--- config.mk ---
export PLATFORM = sky130hd
export DESIGN_NAME = nest_irq_ctrl
export DESIGN_NICKNAME = d
export VERILOG_FILES = /design/src/rtl/nic_pkg.sv /design/src/rtl/nic_edge_capture.sv /design/src/rtl/nic_prio_arbiter.sv /design/src/rtl/nic_vec_decode.sv /design/src/rtl/nest_irq_ctrl.sv
export SDC_FILE = /design/constraint.sdc
export NUM_CORES = 1
export LEC_CHECK = 0
export ABC_AREA = 1
export CORE_MARGIN = 8
export CORE_UTILIZATION = 45
export DETAILED_ROUTE_END_ITERATION = 12
export PLACE_DENSITY = 0.8
export RECOVER_POWER = 100
export SYNTH_ARGS = -nofsm -noshare
export SYNTH_HDL_FRONTEND = slang
export SYNTH_SLANG_ARGS = --single-unit
export TNS_END_PERCENT = 50
--- constraint.sdc ---
create_clock -name clk -period 4.73 [get_ports clk]
set_clock_uncertainty 0.1 [all_clocks]
set_input_delay 1.419 -clock clk [delete_from_list [all_inputs] [get_ports clk]]
set_output_delay 1.419 -clock clk [all_outputs]
set_load 0.03 [all_outputs]
--- src/rtl/nic_pkg.sv ---
package nic_pkg;

    typedef enum logic [1:0] {
        ST_IDLE     = 2'd0,
        ST_OFFER    = 2'd1,
        ST_FETCH    = 2'd2,
        ST_DISPATCH = 2'd3
    } nic_state_e;

endpackage

--- src/rtl/nic_edge_capture.sv ---
module nic_edge_capture #(
    parameter int NUM_IRQ = 16
) (
    input  logic               clk,
    input  logic               rst_n,
    input  logic [NUM_IRQ-1:0] lines,
    input  logic [NUM_IRQ-1:0] clr_mask,
    output logic [NUM_IRQ-1:0] pending
);

    logic [NUM_IRQ-1:0] lines_q;
    logic [NUM_IRQ-1:0] rise;

    // a fresh edge wins over a clear in the same cycle
    assign rise = lines & ~lines_q;

    always_ff @(posedge clk) begin
        if (!rst_n) begin
            lines_q <= '0;
            pending <= '0;
        end else begin
            lines_q <= lines;
            pending <= (pending & ~clr_mask) | rise;
        end
    end

endmodule

--- src/rtl/nic_prio_arbiter.sv ---
module nic_prio_arbiter #(
    parameter int NUM_IRQ = 16,
    parameter int ID_W    = $clog2(NUM_IRQ)
) (
    input  logic [NUM_IRQ-1:0] pending,
    input  logic [NUM_IRQ-1:0] in_service,
    output logic               found,
    output logic [ID_W-1:0]    win_id
);

    // blocked[i]: some channel of number <= i is in service
    logic [NUM_IRQ-1:0] blocked;
    logic [NUM_IRQ-1:0] eligible;

    genvar g;
    generate
        for (g = 0; g < NUM_IRQ; g++) begin : g_blk
            if (g == 0) begin : g_first
                assign blocked[g] = in_service[g];
            end else begin : g_rest
                assign blocked[g] = in_service[g] | blocked[g-1];
            end
        end
    endgenerate

    assign eligible = pending & ~blocked;

    always_comb begin
        found  = 1'b0;
        win_id = '0;
        for (int i = NUM_IRQ - 1; i >= 0; i--) begin
            if (eligible[i]) begin
                found  = 1'b1;
                win_id = ID_W'(i);
            end
        end
    end

endmodule

--- src/rtl/nic_vec_decode.sv ---
module nic_vec_decode #(
    parameter int VEC_W      = 32,
    parameter int ALIGN_BITS = 3,
    localparam int PROT_W    = ALIGN_BITS - 1
) (
    input  logic [VEC_W-1:0]  entry,
    output logic              is_seg,
    output logic [VEC_W-1:0]  desc,
    output logic [VEC_W-1:0]  addr,
    output logic [PROT_W-1:0] prot
);

    assign is_seg = ~entry[0];
    assign desc   = entry;
    assign addr   = {entry[VEC_W-1:ALIGN_BITS], {ALIGN_BITS{1'b0}}};
    assign prot   = entry[ALIGN_BITS-1:1];

endmodule

--- src/rtl/nest_irq_ctrl.sv ---
module nest_irq_ctrl
    import nic_pkg::*;
#(
    parameter int NUM_IRQ    = 16,
    parameter int VEC_W      = 32,
    parameter int ALIGN_BITS = 3,
    localparam int ID_W      = $clog2(NUM_IRQ),
    localparam int PROT_W    = ALIGN_BITS - 1
) (
    input  logic               clk,
    input  logic               rst_n,
    input  logic [NUM_IRQ-1:0] irq_in,
    input  logic               cycle_end,
    input  logic               int_enable,
    input  logic               int_ack,
    input  logic               int_return,
    input  logic               vec_valid,
    input  logic [VEC_W-1:0]   vec_entry,
    output logic               int_req,
    output logic [ID_W-1:0]    int_id,
    output logic               dispatch_valid,
    output logic               dispatch_seg,
    output logic [VEC_W-1:0]   seg_desc,
    output logic [VEC_W-1:0]   entry_addr,
    output logic [PROT_W-1:0]  entry_prot
);

    nic_state_e state, state_nx;

    logic [NUM_IRQ-1:0] pending;
    logic [NUM_IRQ-1:0] in_service;
    logic [NUM_IRQ-1:0] clr_mask;
    logic [NUM_IRQ-1:0] cur_onehot;
    logic [NUM_IRQ-1:0] svc_lowest;
    logic               win_found;
    logic [ID_W-1:0]    win_id;
    logic [ID_W-1:0]    cur_id;
    logic               take_ack;
    logic               take_vec;
    logic               dec_seg;
    logic [VEC_W-1:0]   dec_desc;
    logic [VEC_W-1:0]   dec_addr;
    logic [PROT_W-1:0]  dec_prot;

    nic_edge_capture #(.NUM_IRQ(NUM_IRQ)) u_edge (
        .clk      (clk),
        .rst_n    (rst_n),
        .lines    (irq_in),
        .clr_mask (clr_mask),
        .pending  (pending)
    );

    nic_prio_arbiter #(.NUM_IRQ(NUM_IRQ), .ID_W(ID_W)) u_arb (
        .pending    (pending),
        .in_service (in_service),
        .found      (win_found),
        .win_id     (win_id)
    );

    nic_vec_decode #(.VEC_W(VEC_W), .ALIGN_BITS(ALIGN_BITS)) u_dec (
        .entry  (vec_entry),
        .is_seg (dec_seg),
        .desc   (dec_desc),
        .addr   (dec_addr),
        .prot   (dec_prot)
    );

    // state register
    always_ff @(posedge clk) begin
        if (!rst_n) state <= ST_IDLE;
        else        state <= state_nx;
    end

    // transitions
    always_comb begin
        state_nx = state;
        unique case (state)
            ST_IDLE:     if (cycle_end && int_enable && win_found) state_nx = ST_OFFER;
            ST_OFFER:    if (int_ack)   state_nx = ST_FETCH;
            ST_FETCH:    if (vec_valid) state_nx = ST_DISPATCH;
            ST_DISPATCH: state_nx = ST_IDLE;
        endcase
    end

    // outputs
    always_comb begin
        int_req        = 1'b0;
        dispatch_valid = 1'b0;
        take_ack       = 1'b0;
        take_vec       = 1'b0;
        unique case (state)
            ST_IDLE:     ;
            ST_OFFER:    begin int_req = 1'b1; take_ack = int_ack; end
            ST_FETCH:    take_vec = vec_valid;
            ST_DISPATCH: dispatch_valid = 1'b1;
        endcase
    end

    assign int_id = cur_id;

    always_comb begin
        cur_onehot = '0;
        cur_onehot[cur_id] = 1'b1;
    end

    assign clr_mask   = take_ack ? cur_onehot : '0;
    assign svc_lowest = in_service & (~in_service + NUM_IRQ'(1));

    // offered channel
    always_ff @(posedge clk) begin
        if (!rst_n) begin
            cur_id <= '0;
        end else if (state == ST_IDLE && state_nx == ST_OFFER) begin
            cur_id <= win_id;
        end
    end

    // in-service mask: return clears the lowest bit, acknowledge sets
    always_ff @(posedge clk) begin
        if (!rst_n) begin
            in_service <= '0;
        end else begin
            in_service <= (in_service & ~(int_return ? svc_lowest : '0))
                          | (take_ack ? cur_onehot : '0);
        end
    end

    // dispatch fields
    always_ff @(posedge clk) begin
        if (!rst_n) begin
            dispatch_seg <= 1'b0;
            seg_desc     <= '0;
            entry_addr   <= '0;
            entry_prot   <= '0;
        end else if (take_vec) begin
            dispatch_seg <= dec_seg;
            seg_desc     <= dec_desc;
            entry_addr   <= dec_addr;
            entry_prot   <= dec_prot;
        end
    end

endmodule

==> results.toml, run 1 <==
[yosys]
synth_top_family_by_area = "simple AND/OR/NAND/NOR gates"
syn-cell-area_um2 = 3610
synth_cells = 484
seq_area_frac_synth = 0.482
ys_ff_latch = 87
synth-compound-area-share = 0.134
synthAdderAreaFrac = 0
synthTopCellsByArea = "dfxtp_1, nand2_1, a21oi_1"
synthSimpleGateAreaFrac = 0.253
ys_warn_count = 0
netlist.area_leader.share = 0.482
synth_top_area_cell = "dfxtp_1"
synth.avg_cell_area_um2 = 7.46
synth_xor_area_frac = 0
synth_cell_types = 29
synthMuxAreaShare = 0

[floorplanning]
fp.dieH_um = 106
die_w_um = 106
dieArea_um2 = 11200
initial_utilization = 0.465
core_um2 = 7770
rows = 32
ios = 128

[critical_path]
worstPathArrival_ns = 3.53
cp-end-kind = "flip-flop"
r2r_slack_ns = 2.70
slowest_delay_ns = 1.22
path_cells = "dlygate4sd3_1, buf_4, inv_1, a221oi_1"
cp.required_ns = 4.78
crit_slowest_cell = "inv_1"
start_kind = "primary input"
worstPathMaxFanout = 54
path_class = "primary input to flip-flop"

[global_route]
grt.total_usage = 0.171
overflow = 0
grt_pass1_wl_mm = 15.7
grt_max_degree = 55
grt_pass1_vias = 3316
antenna_found_initial = 0

[final_layout]
fin_util = 0.630
stdcell_count = 680
final_cell_mix = "nand2_1, dfxtp_1, dlygate4sd3_1"
multiInputGateArea_um2 = 1410
fillCellCount = 703
drive_gt1_frac = 0.0536
area.sequential_um2 = 1740
diodes = 0
layout_commonest_cell = "nand2_1"
nets = 628
syn2layout_area_growth_pct = 35.6

[route]
wl_per_cell_um = 14.2
viasPerCell = 4.90
ant_nets = 0
wl_mm = 9.64
first_iter_violations = 135
drc = 0
first_pass_iters = 4
route.vias.total = 3329

[clock_tree]
htree_levels = 3
post-cts-setup-buffers = 0
cts_hold_buf = 0
clkSinkCount = 87
cts.clk_slew.worst_paths_ns = 0.08
cts-resized-gates = 0
clock_path_buffers = 2
clkLatencyLatePin_ns = 0.36
cts_buffers = 9
tritoncts = "yes"
clk_root_buffer_cell = "clkbuf_8"

[timing]
finalSetupTns_ns = 0
final_max_slew_viol_count = 55
relSlewSlack = -0.0996
hold_viol_final = 0
max_slew.worst_pin.slew_ns = 1.65
min_period_ns = 3.48
max_freq_mhz = 288
fin_crit_sh = 0.735
rsz0062_at_grt = "false"
finalSetupViolCount = 0

[power]
leakagePower_nw = 2.24
power.total_mw = 1.51
power_density_nw_per_um2 = 309
ir_drop_uv = 269

[placed_design]
dp.cells = 664
place.gp.congestion = 0.881
post-dp-hpwl_mm = 7.37
portBuffers = 124

[worst_hold_path]
hold_class = "flip-flop to flip-flop"

[status]
violations = "capacitance limit, slew limit"
status = "finished with violations"

[run]
drv_cap = 1
-- through the flow --
| step | instance area, µm² | hold WS (ns) | setup slack [ns] |
|---|---|---|---|
| after floorplan | 3620 | 0.299 | 2.37 |
| after global placement | 4690 | 0.301 | 1.42 |
| after detailed placement | 4690 | 0.307 | 1.26 |
| after CTS | 4900 | 0.319 | 1.54 |
| after global routing | 4900 | 0.331 | 1.06 |
| final | 4900 | 0.316 | 1.25 |
-- report_power, final --
part | leakage, nW | switching [mW] | internal, mW
Combinational | 1.43 | 0.113 | 0.0891
Clock | 0.0988 | 0.257 | 0.274
Sequential | 0.712 | 0.0177 | 0.762
-- state kept, by name, summed over array words and instances (netlist names) --
name,count
in_service,16
seg_desc,32
int_id,4
dispatch_seg,1
state,2
u_edge.lines_q,16
u_edge.pending,16
-- synth_stat cells --
cell type,number
nand2_1,146
dfxtp_1,87
a21oi_1,51
inv_1,39
buf_4,34
nor2_1,28
o21ai_0,25
nand3_1,21
clkbuf_1,16
nor3_1,8
o31ai_1,5
nor2_4,3
a31oi_1,2
inv_2,2
nand2_2,2
nand3_2,2
a211oi_1,1
a21oi_2,1
a221oi_1,1
a31o_2,1
conb_1,1
nand2_4,1
nand4_1,1
nor2_2,1
nor3_2,1
nor3b_1,1
o21ai_1,1
o21ai_4,1
or2_1,1
-- kinds of logic (layout without fill, tap and decap cells) --
kind of cell / Yosys count / in the layout
AO/OA/AOI/OAI: 89 / 89
other: 1 / 3
buffers and inverters: 91 / 183
AND/OR/NAND/NOR: 216 / 216
flip-flops: 87 / 87
-- final timing paths --
kind	cells past startpoint	endpoint	start
min reg2reg	1	u_edge.pending[12]$_SDFF_PN0_	u_edge.lines_q[12]$_SDFF_PN0_
min	1	u_edge.pending[12]$_SDFF_PN0_	u_edge.lines_q[12]$_SDFF_PN0_
max reg2reg	18	int_id[0]$_SDFFE_PN0P_	in_service[0]$_SDFF_PN0_
max	4	int_id[3]$_SDFFE_PN0P_	rst_n
-- area by class of cell --
cell class / instances / share of cell area
Sequential cell: 87 / 0.356
Multi-Input combinational cell: 308 / 0.288
Timing Repair Buffer: 126 / 0.257
Clock buffer: 12 / 0.0317
Inverter: 41 / 0.0314
Tap cell: 102 / 0.0261
Clock inverter: 4 / 0.0110
-- layer usage --
| metal | up-vias | global-route usage | wire (µm) |
|---|---|---|---|
| met1 | 1516 | 0.192 | 4130 |
| met5 | - | 0 | 0 |
| met3 | 15 | 0.0499 | 693 |
| met4 | 0 | 0.0754 | 203 |
| met2 | 112 | 0.295 | 4610 |
| li1 | 1686 | - | - |
-- worst max-delay path: cells and delay by family --
family / cells / cell delay [ns]
compound gates: 1 / 0.10
buf+inv: 3 / 2.00
(Power assumes the default switching activity.)
==> run 2: changes to the inputs <==
==> constraint.sdc (replaced) <==
create_clock -name clk -period 3.5 [get_ports clk]
set_clock_uncertainty 0.1 [all_clocks]
set_input_delay 1.05 -clock clk [delete_from_list [all_inputs] [get_ports clk]]
set_output_delay 1.05 -clock clk [all_outputs]
set_load 0.03 [all_outputs]
==> run 2 against run 1 <==
Net effect:
- the run now ends clean
- core utilization about the same
- via count down 0.39%
- setup slack worse by 0.64 ns
==> results.toml, run 2 (same netlist as run 1, synthesis figures left out) <==
[critical_path]
reg2reg_to = "int_id[0]$_SDFFE_PN0P_"
reg2regPathDepth = 18
worstPathArrival_ns = 1.74
cp-end-kind = "output port"
worstPathMaxFanout = 3
r2r-start = "in_service[0]$_SDFF_PN0_"
r2r_slack_ns = 1.49
path_class = "flip-flop to output port"
cp.required_ns = 2.35
start_kind = "flip-flop"

[power]
p_comb_frac = 0.136
internal_power_mw = 1.48
power.total_mw = 2.02
p_sw_mw = 0.535
pwr-share-clk = 0.342
p_sw_frac = 0.265
power_density_nw_per_um2 = 412
seq_power_share = 0.522
ir_drop_uv = 228
leakagePower_nw = 2.23

[timing]
fin_crit_sh = 0.826
finalSetupTns_ns = 0
relSlewSlack = 0.0326
max_freq_mhz = 346
hold_viol_final = 0
min_period_ns = 2.89
max_slew.worst_pin.slew_ns = 1.45
holdWs_ns = 0.316
finalSetupViolCount = 0
final_max_slew_viol_count = 0
rsz0062_at_grt = "false"

[clock_tree]
tritoncts = "yes"
cts-resized-gates = 0
clkSinkCount = 87
htree_levels = 3
clk_root_buffer_cell = "clkbuf_8"
clock_path_buffers = 2
cts_hold_buf = 0
clkLatencyLatePin_ns = 0.35
cts.clk_slew.worst_paths_ns = 0.08
post-cts-setup-buffers = 0
cts_buffers = 9

[final_layout]
fin_util = 0.630
diodes = 0
layout_commonest_cell = "nand2_1"
final_cell_mix = "nand2_1, dfxtp_1, dlygate4sd3_1"
drive_gt1_frac = 0.0516
syn2layout_area_growth_pct = 35.5
largest_reg_flops = 32
nets = 631
top_register = "seg_desc"

[floorplanning]
ios = 128
dieArea_um2 = 11200
initial_utilization = 0.465
rows = 32
core_um2 = 7770
die_w_um = 106
fp.dieH_um = 106

[global_route]
grt_pass1_wl_mm = 15.5
grt.total_usage = 0.168
grt_pass1_vias = 3239
antenna_found_initial = 0
overflow = 0
grt_max_degree = 35

[route]
route.vias.total = 3316
first_iter_violations = 107
first_pass_iters = 4
viasPerCell = 4.86
wl_per_cell_um = 13.8
wl_mm = 9.44
ant_nets = 0
drc = 0

[placed_design]
post-dp-hpwl_mm = 7.25
place.gp.congestion = 0.930
portBuffers = 124

[worst_hold_path]
hold_depth = 1
hold_class = "flip-flop to flip-flop"
worstHoldStart = "u_edge.lines_q[8]$_SDFF_PN0_"
whs_endpoint = "u_edge.pending[8]$_SDFF_PN0_"

[status]
status = "completed"

[run]
drv_cap = 0
==> run 2: changes by cell type in the layout (fill, tap and decap cells not counted), sizes merged <==
cell / previous run / this run
clkinv: 1 / 3
clkbuf: 12 / 13
clkdlybuf4s50: 52 / 53
dlygate4sd3: 72 / 71
==> run 2: layout make-up <==
| cell class | instances | area, µm² |
|---|---|---|
| clock buffer | 10 | 128 |
| timing repair buffer | 129 | 1270 |
| inverter | 41 | 154 |
| sequential | 87 | 1740 |
| fill | 694 | 2870 |
| tap | 102 | 128 |
| clock inverter | 6 | 71.3 |
| multi-input combinational | 308 | 1410 |
==> run 2: how the worst max path moves through the flow <==
stage	startpoint	to	slack, ns	cells past startpoint
after global routing	rst_n	u_edge.pending[15]$_SDFF_PN0_	0.35	4
after detailed placement	cycle_end	int_id[1]$_SDFFE_PN0P_	0.80	7
final	state[0]$_SDFF_PN0_	int_req	0.61	3
after global placement	cycle_end	int_id[1]$_SDFFE_PN0P_	0.92	7
after floorplan	state[0]$_SDFF_PN0_	int_req	1.50	2
after CTS	state[0]$_SDFF_PN0_	int_req	0.65	3
==> run 2: worst max-delay path: stages (launching register included) <==
cell	delay [ns]
dfxtp_1	0.36
inv_1	0.08
nor2_1	0.17
dlygate4sd3_1	0.78
==> run 2: metal layers <==
metal	global-route usage	part of all wire	vias up
met5	0	0	-
met4	0.0543	0.0076	0
met3	0.0530	0.070	5
met2	0.285	0.49	115
met1	0.197	0.44	1497
li1	-	-	1699
==> run 2: power by group through the flow <==
stage               registers, mW  logic [mW]  clock network (mW)
floorplan                    1.09       0.150                   0
global placement             1.07       0.279                   0
detailed placement           1.08       0.284                   0
CTS                          1.05       0.286               0.707
global route                 1.06       0.305               0.756
finish                       1.05       0.276               0.690
==> run 2: stage by stage <==
step	setup slack (ns)	instances	cell area, µm²
after global routing	0.354	683	4890
after detailed placement	0.802	667	4710
after CTS	0.647	683	4910
final	0.610	683	4890
after floorplan	1.50	486	3620
after global placement	0.920	667	4710
